===== src/rtl/flp_pkg.sv =====
package flp_pkg;

    localparam int FLP_WORD_W     = 16;
    localparam int FLP_CLK_PULSES = FLP_WORD_W + 1;
    localparam int FLP_HALF_SLOTS = 2 * FLP_WORD_W + 1;

    typedef enum logic [1:0] {
        FLP_IDLE = 2'd0,
        FLP_CLK  = 2'd1,
        FLP_DATA = 2'd2,
        FLP_WAIT = 2'd3
    } flp_state_e;

endpackage


===== src/rtl/flp_period_timer.sv =====
module flp_period_timer #(
    parameter int PERIOD_CYC = 800000
) (
    input  logic clk,
    input  logic rst_n,
    input  logic en_i,
    output logic start_o
);
    localparam int CNT_W = $clog2(PERIOD_CYC + 1);
    localparam logic [CNT_W-1:0] CNT_LAST = CNT_W'(PERIOD_CYC - 1);

    logic [CNT_W-1:0] cnt_q;

    always_ff @(posedge clk or negedge rst_n) begin
        if (!rst_n) begin
            cnt_q <= '0;
        end else if (!en_i) begin
            cnt_q <= '0;
        end else if (cnt_q == CNT_LAST) begin
            cnt_q <= '0;
        end else begin
            cnt_q <= cnt_q + 1'b1;
        end
    end

    assign start_o = en_i && (cnt_q == '0);

endmodule


===== src/rtl/flp_slot_timer.sv =====
module flp_slot_timer #(
    parameter int HALF_CYC  = 3125,
    parameter int PULSE_CYC = 5
) (
    input  logic clk,
    input  logic rst_n,
    input  logic run_i,
    output logic head_o,
    output logic last_o
);
    localparam int CNT_W = $clog2(HALF_CYC + 1);
    localparam logic [CNT_W-1:0] CNT_LAST  = CNT_W'(HALF_CYC - 1);
    localparam logic [CNT_W-1:0] HEAD_SPAN = CNT_W'(PULSE_CYC);

    logic [CNT_W-1:0] cnt_q;

    always_ff @(posedge clk or negedge rst_n) begin
        if (!rst_n) begin
            cnt_q <= '0;
        end else if (!run_i) begin
            cnt_q <= '0;
        end else if (cnt_q == CNT_LAST) begin
            cnt_q <= '0;
        end else begin
            cnt_q <= cnt_q + 1'b1;
        end
    end

    assign head_o = run_i && (cnt_q < HEAD_SPAN);
    assign last_o = run_i && (cnt_q == CNT_LAST);

endmodule


===== src/rtl/flp_burst_gen.sv =====
module flp_burst_gen
    import flp_pkg::*;
#(
    parameter int PULSE_CYC  = 5,
    parameter int HALF_CYC   = 3125,
    parameter int PERIOD_CYC = 800000
) (
    input  logic                  clk,
    input  logic                  rst_n,
    input  logic                  en_i,
    input  logic [FLP_WORD_W-1:0] word_i,
    output logic                  pulse_o,
    output logic                  busy_o
);
    localparam int IDX_W = $clog2(FLP_CLK_PULSES);
    localparam int BIT_W = $clog2(FLP_WORD_W);
    localparam logic [IDX_W-1:0] IDX_LAST = IDX_W'(FLP_CLK_PULSES - 1);

    flp_state_e            state_q, state_d;
    logic [IDX_W-1:0]      idx_q;
    logic [FLP_WORD_W-1:0] word_q;
    logic                  start;
    logic                  slot_run;
    logic                  slot_head;
    logic                  slot_last;
    logic                  burst_begin;

    flp_period_timer #(
        .PERIOD_CYC (PERIOD_CYC)
    ) u_period (
        .clk     (clk),
        .rst_n   (rst_n),
        .en_i    (en_i),
        .start_o (start)
    );

    assign slot_run = en_i && ((state_q == FLP_CLK) || (state_q == FLP_DATA));

    flp_slot_timer #(
        .HALF_CYC  (HALF_CYC),
        .PULSE_CYC (PULSE_CYC)
    ) u_slot (
        .clk    (clk),
        .rst_n  (rst_n),
        .run_i  (slot_run),
        .head_o (slot_head),
        .last_o (slot_last)
    );

    // next-state logic
    always_comb begin
        state_d = state_q;
        unique case (state_q)
            FLP_IDLE: if (start) state_d = FLP_CLK;
            FLP_CLK: begin
                if (slot_last) begin
                    state_d = (idx_q == IDX_LAST) ? FLP_WAIT : FLP_DATA;
                end
            end
            FLP_DATA: if (slot_last) state_d = FLP_CLK;
            FLP_WAIT: if (start) state_d = FLP_CLK;
            default:  state_d = FLP_IDLE;
        endcase
        if (!en_i) begin
            state_d = FLP_IDLE;
        end
    end

    assign burst_begin = (state_d == FLP_CLK) &&
                         ((state_q == FLP_IDLE) || (state_q == FLP_WAIT));

    // state register with burst bookkeeping
    always_ff @(posedge clk or negedge rst_n) begin
        if (!rst_n) begin
            state_q <= FLP_IDLE;
            idx_q   <= '0;
            word_q  <= '0;
        end else begin
            state_q <= state_d;
            if (burst_begin) begin
                idx_q  <= '0;
                word_q <= word_i;
            end else if ((state_q == FLP_DATA) && slot_last) begin
                idx_q <= idx_q + 1'b1;
            end
        end
    end

    // outputs
    always_comb begin
        pulse_o = 1'b0;
        busy_o  = 1'b0;
        unique case (state_q)
            FLP_CLK: begin
                busy_o  = 1'b1;
                pulse_o = slot_head;
            end
            FLP_DATA: begin
                busy_o  = 1'b1;
                pulse_o = slot_head && word_q[idx_q[BIT_W-1:0]];
            end
            default: begin
                busy_o  = 1'b0;
                pulse_o = 1'b0;
            end
        endcase
    end

endmodule


===== config.mk =====
export PLATFORM = sky130hd
export DESIGN_NAME = flp_burst_gen
export DESIGN_NICKNAME = d
export VERILOG_FILES = /design/src/rtl/flp_pkg.sv /design/src/rtl/flp_period_timer.sv /design/src/rtl/flp_slot_timer.sv /design/src/rtl/flp_burst_gen.sv
export SDC_FILE = /design/constraint.sdc
export NUM_CORES = 1
export LEC_CHECK = 0
export BUFFER_PORTS_ARGS = -buffer_cell sky130_fd_sc_hd__buf_2
export CORE_MARGIN = 2
export CORE_UTILIZATION = 64
export DETAILED_ROUTE_END_ITERATION = 7
export PLACE_DENSITY = 0.84
export RECOVER_POWER = 100
export SYNTH_ARGS = -nofsm -noshare
export SYNTH_HDL_FRONTEND = slang
export SYNTH_SLANG_ARGS = --single-unit

===== constraint.sdc =====
create_clock -name clk -period 4.8 [get_ports clk]
set_input_delay 0.48 -clock clk [delete_from_list [all_inputs] [get_ports clk]]
set_output_delay 0.48 -clock clk [all_outputs]
set_load 0.01 [all_outputs]

After elaboration in Yosys (flattened, before gate mapping). Cells that the tools add are included.

Magnitude comparators: 2. Equality and inequality tests: 7. Reduce and logical (&&, ||, !) cells: 14. $add $sub $neg: 3. Mux-type cells: 16.

Operators by type and width (number): $mux 20 (2); $mux 12 (2); $add 20x1->20 const B (1); $eq 20x20->1 const B (1); $logic_not 20->1 (1); $add 12x1->12 const B (1); $eq 12x12->1 const B (1); $lt 12x3->1 const B (1); $mux 5 (2); $mux 2 (4); $logic_and 1x1->1 (7); $pmux 2 s3 (1); $add 5x1->5 const B (1); $eq 5x5->1 const B (1); $lt 4x5->1 const B (1); $bmux 1 s4 (1); $eq 2x1->1 const B (2); $eq 2x2->1 const B (2); $reduce_or 2->1 (2); $mux 1 (3); $logic_not 2->1 (1); $logic_or 1x1->1 (2); $pmux 1 s2 (1); $reduce_bool 2->1 (1).

Output and inout bits: 2. Word-level logic and storage cells: 47. Register bits: 55.

Logic depth before layout (Yosys ltp). Gate-level depths: netlist of the first run.

Word-level depth: 10. Gate-level depth with buffers: 10.

Cells and area by module. From an unflattened synthesis of the first run, not the netlist that was laid out.

Cell total of the unflattened synthesis: 285. Area total of the unflattened synthesis: 3061.7 um^2.

By module, submodules not included: flp_burst_gen (times used 1, cells each 100, area each 1303.8 um^2); flp_period_timer (times used 1, cells each 116, area each 1093.5 um^2); flp_slot_timer (times used 1, cells each 69, area each 664.4 um^2).

Worst setup path before layout of the first run. No wires, ideal clock.

Path kind: register to register. Start: register state_q[0]. End: register word_q[10]. Path slack: 2.261 ns. Stages on the path, launching flop included: 10. Arrival: 2.414 ns. Buffers on the path: 1. Cells stage by stage: dfrtp_1 inv_1 ha_1 or2b_1 nor4_4 mux2i_1 a22oi_1 o2111a_2 buf_12 mux2_4.

Longest elaborated chain between the ends: 9.

RTL lines: from (decl) (line flp_burst_gen.sv:19) `flp_state_e state_q, state_d;`; from (signal assigned) (line flp_burst_gen.sv:79) `state_q <= state_d;`; $eq 2x1->1 / $eq 2x2->1 (equally long branches) (line flp_burst_gen.sv:37, flp_burst_gen.sv:53); $logic_or 1x1->1 (line flp_burst_gen.sv:37) `assign slot_run = en_i && ((state_q == FLP_CLK) || (state_q == FLP_DATA));`; $logic_and 1x1->1 (line flp_burst_gen.sv:37); $logic_and 1x1->1 (line flp_slot_timer.sv:30) `assign last_o = run_i && (cnt_q == CNT_LAST);`; $mux 2, on equally long branches (line flp_burst_gen.sv:60, flp_burst_gen.sv:56); $pmux 2 s3 (line flp_burst_gen.sv:53) `unique case (state_q)`; $mux 2 (line flp_burst_gen.sv:64) `if (!en_i) begin`; $eq 2x1->1 (line flp_burst_gen.sv:69) `assign burst_begin = (state_d == FLP_CLK) &&`; $logic_and 1x1->1 * (line flp_burst_gen.sv:69); to (signal assigned) (line flp_burst_gen.sv:82) `word_q <= word_i;`; to (decl) (line flp_burst_gen.sv:21) `logic [FLP_WORD_W-1:0] word_q;`.

Mark *: on every way between the ends. The rest lies on a longest branch, timed or not. A chain may end at the register's enable or synchronous reset.

Final worst setup path of the first run.
Start: register state_q[0]. End: register word_q[11].

Same word-level chain as after synthesis.

==> results.toml, run 1 <==
[critical_path]
slowest_stage = "o2111a_1"
worstPathMaxFanout = 21
r2r_slack_ns = 1.26
crit_chain = "inv_1 > ha_1 > or2b_1 > nor4_1 > mux2i_1 > a22oi_1 > o2111a_1 > mux2_1"
worst_setup_path_start_kind = "flip-flop"
critical-path-max-stage-delay_ns = 0.83
critPathKind = "flip-flop to flip-flop"
required_ns = 4.99
end_kind = "flip-flop"
worstPathArrival_ns = 3.73

[placed_design]
dpl.cell_count = 331
place_hpwl_um = 3620
place_area_um2 = 3000
gp_congestion = 0.813
portBuffers = 20

[cts]
ctsResizeCount = 0
clock-root-buffer = "clkbuf_8"
clock_sinks = 55
path_clk_slew_ns = 0.10
htree_levels = 2
cts-hold-fix-buffers = 0
cts_inserted_buffers = 5
cts_setup_buffers = 0
clockBufferDepth = 2
cts_tree = "yes"
insertion_delay_ns = 0.31

[power]
p_per_area_nw_per_um2 = 374
ir_drop_mv = 0.221
p_leak_nw = 1.35
total_power_mw = 1.14

[finish]
final_net_count = 314
num_antenna_cells = 0
area_growth_pct = 5.50
final_area_um2 = 3050
final_cells = 339
final_layout_size_suffix_gt1_share_pct = 12.2
n_fill_cell = 333

[global_route]
grt_max_degree = 56
grt_usage_pct = 23.3
antenna_found_initial = 0
grt_pass1_vias = 2098
grt-ovfl-total = 0
grt_first_pass_wirelength_um = 9400

[floorplanning]
start_util_pct = 66.4
row_count = 24
core_area_um2 = 4350
dieArea_um2 = 5070
dieWidth_um = 71.2
ios = 21
die_h_um = 71.2

[timing]
finalSetupTns_ns = 0
max_freq_mhz = 283
grt_setup_unrepaired = "false"
tightest_slew_ns = 2.86
fin_skew_ns = 0.00832
hold_violations = 0
holdWs_ns = 0.379
report.final.slew_viol_count = 76
fin_crit_sh_pct = 73.7
setup_viol = 0
post-route-min-period_ns = 3.54
slew_headroom_pct = -91.0

[run_status]
violations = "max-capacitance violations, max-slew violations"
status = "finished, violations left"

[route]
dr.pass1.iters = 4
route.detailed.drc = 0
wl_per_cell_um = 15.1
drtAntennaViolNets = 0
viasPerCell = 5.68
wl_um = 5140
num_vias = 1926
drt_iter0_drc = 75

[min_path]
hold_path.class = "input pin to flip-flop"

[yosys]
synth_cell_types = 43
ys_ff_latch = 55
synth.avg_cell_area_um2 = 10.9
synthArstFlopShare_pct = 100
ys_seq_area_share_pct = 47.6
synth_ff_type = "dfrtp_1"
synth_edf_count = 0
synth.cell_area_um2 = 2890
synth.net_count = 293
synth_cells = 265
yosys_warnings = 0

[flow_run]
cap_violations = 2
## worst paths after layout
| path | depth (start not counted) | startpoint | end |
|---|---|---|---|
| max | 8 | state_q[0]$_DFF_PN0_ | word_q[11]$_DFFE_PN0P_ |
| min | 2 | word_i[6] | word_q[6]$_DFFE_PN0P_ |
| max reg2reg | 8 | state_q[0]$_DFF_PN0_ | word_q[11]$_DFFE_PN0P_ |
| min reg2reg | 1 | word_q[6]$_DFFE_PN0P_ | word_q[6]$_DFFE_PN0P_ |
| max in group asynchronous | 2 | rst_n | idx_q[3]$_DFFE_PN0P_ |
| min in group asynchronous | 2 | rst_n | word_q[14]$_DFFE_PN0P_ |
## logic make-up (layout without fill, tap and decap cells)
family,after synthesis,after routing,share of synthesized area [%]
simple gates,114,114,19.9
flops,55,55,47.6
xor+xnor,31,31,9.40
mux,22,22,12.0
buf+inv,22,44,4.16
compound gates,12,12,2.99
fa+ha+maj,9,9,3.90
## layout make-up
class	instances	area, µm²	area share [%]
Clock buffer	5	68.8	2.26
Clock inverter	3	67.6	2.22
Inverter	15	56.3	1.85
Multi-Input combinational cell	188	1310	43.1
Sequential cell	55	1380	45.2
Tap cell	52	65.1	2.13
Timing Repair Buffer	21	101	3.33
## critical path: cells and delay by family (launching register included)
family / cells / cell delay (ns)
AO/OA/AOI/OAI: 2 / 1.08
AND/OR/NAND/NOR: 2 / 0.94
multiplexers: 2 / 0.58
flip-flops: 1 / 0.38
adder cells (fa/ha/maj): 1 / 0.37
buffers and inverters: 1 / 0.07
## cell usage in the layout, fill, tap and decap left out, types with 2 or more instances in the layout
| master | count |
|---|---|
| dfrtp_1 | 55 |
| nor2_1 | 43 |
| xor2_1 | 20 |
| nand3_1 | 18 |
| buf_2 | 18 |
| inv_1 | 15 |
| mux2_1 | 15 |
| nand2_1 | 14 |
| xnor2_1 | 11 |
| ha_1 | 9 |
| and3_1 | 7 |
| nor3_1 | 6 |
| nand4_1 | 5 |
| nor4_1 | 5 |
| clkbuf_8 | 5 |
| mux4_2 | 4 |
| o21ai_0 | 3 |
| clkbuf_1 | 3 |
| or4_1 | 2 |
| a21oi_1 | 2 |
| mux2i_1 | 2 |
| a211oi_1 | 2 |
| nor4b_1 | 2 |
| and2_2 | 2 |
| bufinv_16 | 2 |
## per-layer routing
layer	share of wire [%]	global-route usage, %
met1	46	30.9
met2	50	38.9
met3	3.2	3.85
met4	1.2	8.39
met5	0	0
## synthesized netlist by cell type, types with 2 or more instances
cell type   n  area [µm²]
or2_2       2        12.5
dfrtp_1    55        1380
nor2_1     43         161
and2_2      2        15.0
and3_1      7        43.8
mux2_4     15         225
clkbuf_1    4        15.0
ha_1        9         113
nand2_1    14        52.6
nand4_1     5        31.3
mux2i_1     2        20.0
mux4_2      4        90.1
nor4_1      4        25.0
inv_1      15        56.3
nor4b_1     2        17.5
o21ai_0     2        10.0
nor3_1      6        30.0
a21oi_1     2        10.0
xor2_1     20         175
nand3_1    18        90.1
a211oi_1    2        15.0
xnor2_1    11        96.3
## stage by stage
stage	util [%]	setup WS [ns]
finish	70.0	1.26
floorplan	-	2.26
detailed placement	68.9	1.75
global placement	68.9	1.87
global route	70.0	0.956
CTS	72.0	1.72
## power by group
part	switching, mW	leakage [nW]	total, mW	internal [mW]
registers	0.0419	0.730	0.580	0.538
clock network	0.150	0.0644	0.358	0.208
logic	0.0967	0.558	0.202	0.105
total	0.288	1.35	1.14	0.851
## registers in the layout (all words and copies together), names as in the netlist
name / count
idx_q: 5
state_q: 2
u_slot.cnt_q: 12
u_period.cnt_q: 20
word_q: 16
Note: power is estimated with default switching activity, not from simulation.
==> inputs of run 2 (changes only) <==
--- a/config.mk
+++ b/config.mk
@@ -7,9 +7,9 @@
 export LEC_CHECK = 0
 export BUFFER_PORTS_ARGS = -buffer_cell sky130_fd_sc_hd__buf_2
 export CORE_MARGIN = 2
-export CORE_UTILIZATION = 64
+export CORE_UTILIZATION = 60
 export DETAILED_ROUTE_END_ITERATION = 7
-export PLACE_DENSITY = 0.84
+export PLACE_DENSITY = 0.79
 export RECOVER_POWER = 100
 export SYNTH_ARGS = -nofsm -noshare
 export SYNTH_HDL_FRONTEND = slang
==> constraint.sdc (replaced) <==
create_clock -name clk -period 3.45 [get_ports clk]
set_input_delay 0.345 -clock clk [delete_from_list [all_inputs] [get_ports clk]]
set_output_delay 0.345 -clock clk [all_outputs]
set_load 0.01 [all_outputs]
==> results.toml, run 2 (synthesis gave the netlist of run 1 again) <==
[timing]
setup_viol = 0
fin_skew_ns = 0.0106
slew_headroom_pct = -32.8
fin_crit_sh_pct = 86.3
finalSetupTns_ns = 0
grt_setup_unrepaired = "false"
post-route-min-period_ns = 2.98
tightest_slew_ns = 1.99
holdWs_ns = 0.247
hold_violations = 0
report.final.slew_viol_count = 40
max_freq_mhz = 336

[cts]
clock-root-buffer = "clkbuf_8"
cts_inserted_buffers = 5
path_clk_slew_ns = 0.10
cts_setup_buffers = 0
clockBufferDepth = 2
ctsResizeCount = 0
insertion_delay_ns = 0.31
cts-hold-fix-buffers = 0
htree_levels = 2
cts_tree = "yes"
clock_sinks = 55

[global_route]
grt_pass1_vias = 2027
grt_usage_pct = 21.8
antenna_found_initial = 0
grt-ovfl-total = 0
grt_first_pass_wirelength_um = 9100
grt_max_degree = 40

[route]
dr_wl_met3_um = 112
dr.pass1.iters = 4
num_vias = 1908
wl_um = 5030
wl_per_cell_um = 14.7
drtAntennaViolNets = 0
highest_layer = "met4"
met2_length_um = 2420
wl_met1_um = 2420
viasPerCell = 5.60
route.detailed.drc = 0
drt_iter0_drc = 67

[critical_path]
worst_setup_path_start_kind = "flip-flop"
critPathKind = "flip-flop to flip-flop"
worstPathMaxFanout = 21
end_kind = "flip-flop"
r2r_slack_ns = 0.47
required_ns = 3.64
slowest_stage = "o2111a_2"
worstPathArrival_ns = 3.17
crit_chain = "inv_1 > ha_1 > or2b_1 > nor4_4 > mux2i_1 > a22oi_1 > o2111a_2 > mux2_1"
critical-path-max-stage-delay_ns = 0.58

[finish]
area_growth_pct = 4.46
final_net_count = 314
final_layout_size_suffix_gt1_share_pct = 12.2
final_common_cell = "dfrtp_1"
reg.largest.list = "u_period.cnt_q (20), word_q (16), u_slot.cnt_q (12)"
n_fill_cell = 393
largest_reg_flops = 20
final_util_pct = 64.3
final_cells = 341
final_cell_mix = "dfrtp_1, nor2_1, xor2_1"
num_antenna_cells = 0
top_register = "u_period.cnt_q"

[power]
power_frac_comb_pct = 19.6
internal-power_mw = 1.04
p_per_area_nw_per_um2 = 480
p_leak_nw = 1.33
seq_power_share_pct = 55.9
switching_share_pct = 28.1
p_switching_mw = 0.407
clockPowerShare_pct = 24.5
ir_drop_mv = 0.322

[floorplanning]
dieArea_um2 = 5390
dieWidth_um = 73.4
ios = 21
start_util_pct = 61.6
core_area_um2 = 4690
die_h_um = 73.4
row_count = 25

[flow_run]
cap_violations = 1

[placed_design]
dpl.cell_count = 333
place_hpwl_um = 3630
portBuffers = 20
gp_congestion = 0.812

[run_status]
status = "finished, violations left"
violations = "max-capacitance violations, max-slew violations"

[min_path]
hold_path.class = "input pin to flip-flop"
-- run 2: changes by cell type in the layout (fill, tap and decap cells not counted) --
cell,before,now
o2111a_2,0,1
clkbuf_1,3,5
inv_6,0,1
bufinv_16,2,0
buf_2,18,17
o21ai_0,3,2
o2111a_1,1,0
nor4_1,5,4
o21ai_1,0,1
nor4_4,0,1
-- run 2: stage by stage --
step	setup slack, ns	total power, mW	area, µm²
6_report	0.473	1.45	3020
5_1_grt	0.233	1.53	3020
4_1_cts	0.379	1.55	3090
3_5_place_dp	0.403	1.20	3000
3_3_place_gp	0.517	1.18	3000
2_1_floorplan	0.911	1.13	2890
-- run 2: worst paths after layout --
path                            cells after the start                            to             startpoint
max in group asynchronous                           2  u_period.cnt_q[15]$_DFF_PN0_                  rst_n
worst min-delay path                                2         word_q[6]$_DFFE_PN0P_              word_i[6]
worst min register to register                      1         word_q[6]$_DFFE_PN0P_  word_q[6]$_DFFE_PN0P_
min in group asynchronous                           1        word_q[15]$_DFFE_PN0P_                  rst_n
worst max register to register                      8         word_q[7]$_DFFE_PN0P_   state_q[0]$_DFF_PN0_
worst max-delay path                                8         word_q[7]$_DFFE_PN0P_   state_q[0]$_DFF_PN0_
-- run 2: layer usage --
metal | global-route usage, % | up-vias
met5 | 0 | -
met4 | 6.46 | 0
met3 | 4.94 | 6
met2 | 36.6 | 19
met1 | 28.4 | 942
li1 | - | 941
-- run 2: critical path, delay by kind of cell (launching register included) --
family	cells	cell delay, ns
AO/OA/AOI/OAI	2	0.81
adder cells (fa/ha/maj)	1	0.37
buffers and inverters	1	0.07
flip-flops	1	0.39
multiplexers	2	0.51
AND/OR/NAND/NOR	2	0.71
-- run 2: final cells by class --
class	instances	area, µm²	area share [%]
Sequential cell	55	1380	45.6
Multi-Input combinational cell	188	1330	44.0
Timing Repair Buffer	21	100	3.32
Clock buffer	6	72.6	2.40
Tap cell	54	67.6	2.24
Inverter	15	56.3	1.87
Clock inverter	2	16.3	0.539
-- run 2: power groups by stage --
stage	combinational (mW)	clock (mW)	sequential [mW]
4_1_cts	0.376	0.362	0.816
2_1_floorplan	0.328	0	0.801
5_1_grt	0.319	0.392	0.822
3_3_place_gp	0.358	0	0.821
3_5_place_dp	0.376	0	0.827
6_report	0.283	0.355	0.810
==> inputs of run 3 (changes only) <==
--- a/config.mk
+++ b/config.mk
@@ -7,9 +7,9 @@
 export LEC_CHECK = 0
 export BUFFER_PORTS_ARGS = -buffer_cell sky130_fd_sc_hd__buf_2
 export CORE_MARGIN = 2
-export CORE_UTILIZATION = 60
+export CORE_UTILIZATION = 54
 export DETAILED_ROUTE_END_ITERATION = 7
-export PLACE_DENSITY = 0.79
+export PLACE_DENSITY = 0.73
 export RECOVER_POWER = 100
 export SYNTH_ARGS = -nofsm -noshare
 export SYNTH_HDL_FRONTEND = slang
==> constraint.sdc (replaced) <==
create_clock -name clk -period 3.45 [get_ports clk]
set_input_delay 0.69 -clock clk [delete_from_list [all_inputs] [get_ports clk]]
set_output_delay 0.69 -clock clk [all_outputs]
set_load 0.01 [all_outputs]
==> results.toml, run 3 (synthesis gave the netlist of run 1 again) <==
[cts]
cts-hold-fix-buffers = 0
htree_levels = 2
ctsResizeCount = 0
insertion_delay_ns = 0.31
cts_tree = "yes"
clock-root-buffer = "clkbuf_8"
cts_inserted_buffers = 5
cts_setup_buffers = 0
clockBufferDepth = 2
clock_sinks = 55
path_clk_slew_ns = 0.10

[critical_path]
required_ns = 3.65
worstPathMaxFanout = 12
worst_setup_path_start_kind = "flip-flop"
critPathKind = "flip-flop to flip-flop"
end_kind = "flip-flop"
worstPathArrival_ns = 3.24

[floorplanning]
core_area_um2 = 5140
die_h_um = 77.1
start_util_pct = 56.2
dieWidth_um = 77.1
dieArea_um2 = 5950
ios = 21
row_count = 26

[power]
p_per_area_nw_per_um2 = 504
p_leak_nw = 1.37
clockPowerShare_pct = 28.4
p_switching_mw = 0.407
ir_drop_mv = 0.339
switching_share_pct = 26.1
seq_power_share_pct = 52.1
power_frac_comb_pct = 19.5
internal-power_mw = 1.15

[timing]
hold_violations = 0
fin_skew_ns = 0.00539
tightest_slew_ns = 1.32
setup_slack_ns = 0.410
report.final.slew_viol_count = 0
fin_crit_sh_pct = 88.1
slew_headroom_pct = 11.6
setup_viol = 0
max_freq_mhz = 329
finalSetupTns_ns = 0
grt_setup_unrepaired = "false"
post-route-min-period_ns = 3.04

[finish]
reg.largest.list = "u_period.cnt_q (20), word_q (16), u_slot.cnt_q (12)"
final_common_cell = "dfrtp_1"
final_net_count = 316
final_cell_mix = "dfrtp_1, nor2_1, xor2_1"
top_register = "u_period.cnt_q"
largest_reg_flops = 20
area_growth_pct = 7.15
final_cells = 359
final_layout_size_suffix_gt1_share_pct = 14.9
num_antenna_cells = 0

[route]
dr_wl_met3_um = 112
route.detailed.drc = 0
dr.pass1.iters = 4
num_vias = 1902
drtAntennaViolNets = 0
highest_layer = "met4"
met2_length_um = 2490
wl_per_cell_um = 14.3
viasPerCell = 5.30
wl_met1_um = 2440
drt_iter0_drc = 81
wl_um = 5120

[min_path]
hold_path.class = "input pin to async pin"

[run_status]
status = "finished, final reports clean"

[placed_design]
dpl.cell_count = 351
pre_cts_ws_ns = 0.383
portBuffers = 20
place_hpwl_um = 3740
gp_congestion = 0.756

[global_route]
antenna_found_initial = 0
grt_max_degree = 40
grt_pass1_vias = 2031
grt-ovfl-total = 0
grt_usage_pct = 19.6
grt_first_pass_wirelength_um = 9290

[flow_run]
cap_violations = 0
## run 3: cell types whose count changed in the layout (fill, tap and decap cells not counted), moves of 2 or more
cell      before  now
clkbuf_1       5    3
clkbuf_2       0    2
mux2_1        15   12
mux2_4         0    3
## run 3: area by class of cell
type | count | area [µm²]
inverters | 15 | 56.3
fillers | 467 | 2040
clock buffers | 6 | 82.6
well taps | 70 | 87.6
flip-flops and latches | 55 | 1380
clock inverters | 2 | 35.0
multi-input cells | 188 | 1340
repair buffers | 23 | 114
## run 3: through the flow
stage / power [mW] / hold slack [ns] / area, µm² / util [%]
finish: 1.56 / 0.471 / 3100 / 60.2
CTS: 1.65 / 0.289 / 3150 / 61.3
global route: 1.65 / 0.529 / 3100 / 60.2
global placement: 1.19 / 0.495 / 3040 / 59.1
detailed placement: 1.21 / 0.499 / 3040 / 59.1
floorplan: 1.13 / 0.394 / 2890 / -
## run 3: path summary, 6_finish.rpt
| check | from | endpoint | slack, ns | cells after the start |
|---|---|---|---|---|
| max in group asynchronous | rst_n | u_period.cnt_q[17]$_DFF_PN0_ | 1.54 | 2 |
| max | state_q[0]$_DFF_PN0_ | word_q[7]$_DFFE_PN0P_ | 0.41 | 9 |
| max reg2reg | state_q[0]$_DFF_PN0_ | word_q[7]$_DFFE_PN0P_ | 0.41 | 9 |
| min | rst_n | word_q[11]$_DFFE_PN0P_ | 0.47 | 1 |
| min reg2reg | word_q[12]$_DFFE_PN0P_ | word_q[12]$_DFFE_PN0P_ | 0.50 | 1 |
| min in group clk | word_q[12]$_DFFE_PN0P_ | word_q[12]$_DFFE_PN0P_ | 0.50 | 1 |
## run 3: layer usage
layer | track usage (%) | vias to the layer above
met5 | 0 | -
met4 | 6.43 | 0
met3 | 3.65 | 7
met2 | 32.7 | 15
met1 | 25.8 | 937
li1 | - | 943
## run 3: critical path: stages, from the launching register on
cell	delay [ns]
dfrtp_1	0.39
inv_1	0.07
ha_1	0.37
or2b_1	0.31
nor4_4	0.39
mux2i_1	0.13
a22oi_1	0.25
o2111a_2	0.41
clkbuf_2	0.26
mux2_1	0.34
## run 3: power by group through the flow
stage / sequential [mW] / combinational (mW) / clock [mW]
2_1_floorplan: 0.801 / 0.328 / 0
3_3_place_gp: 0.824 / 0.367 / 0
3_5_place_dp: 0.831 / 0.381 / 0
4_1_cts: 0.818 / 0.383 / 0.449
5_1_grt: 0.826 / 0.342 / 0.480
6_report: 0.812 / 0.304 / 0.443
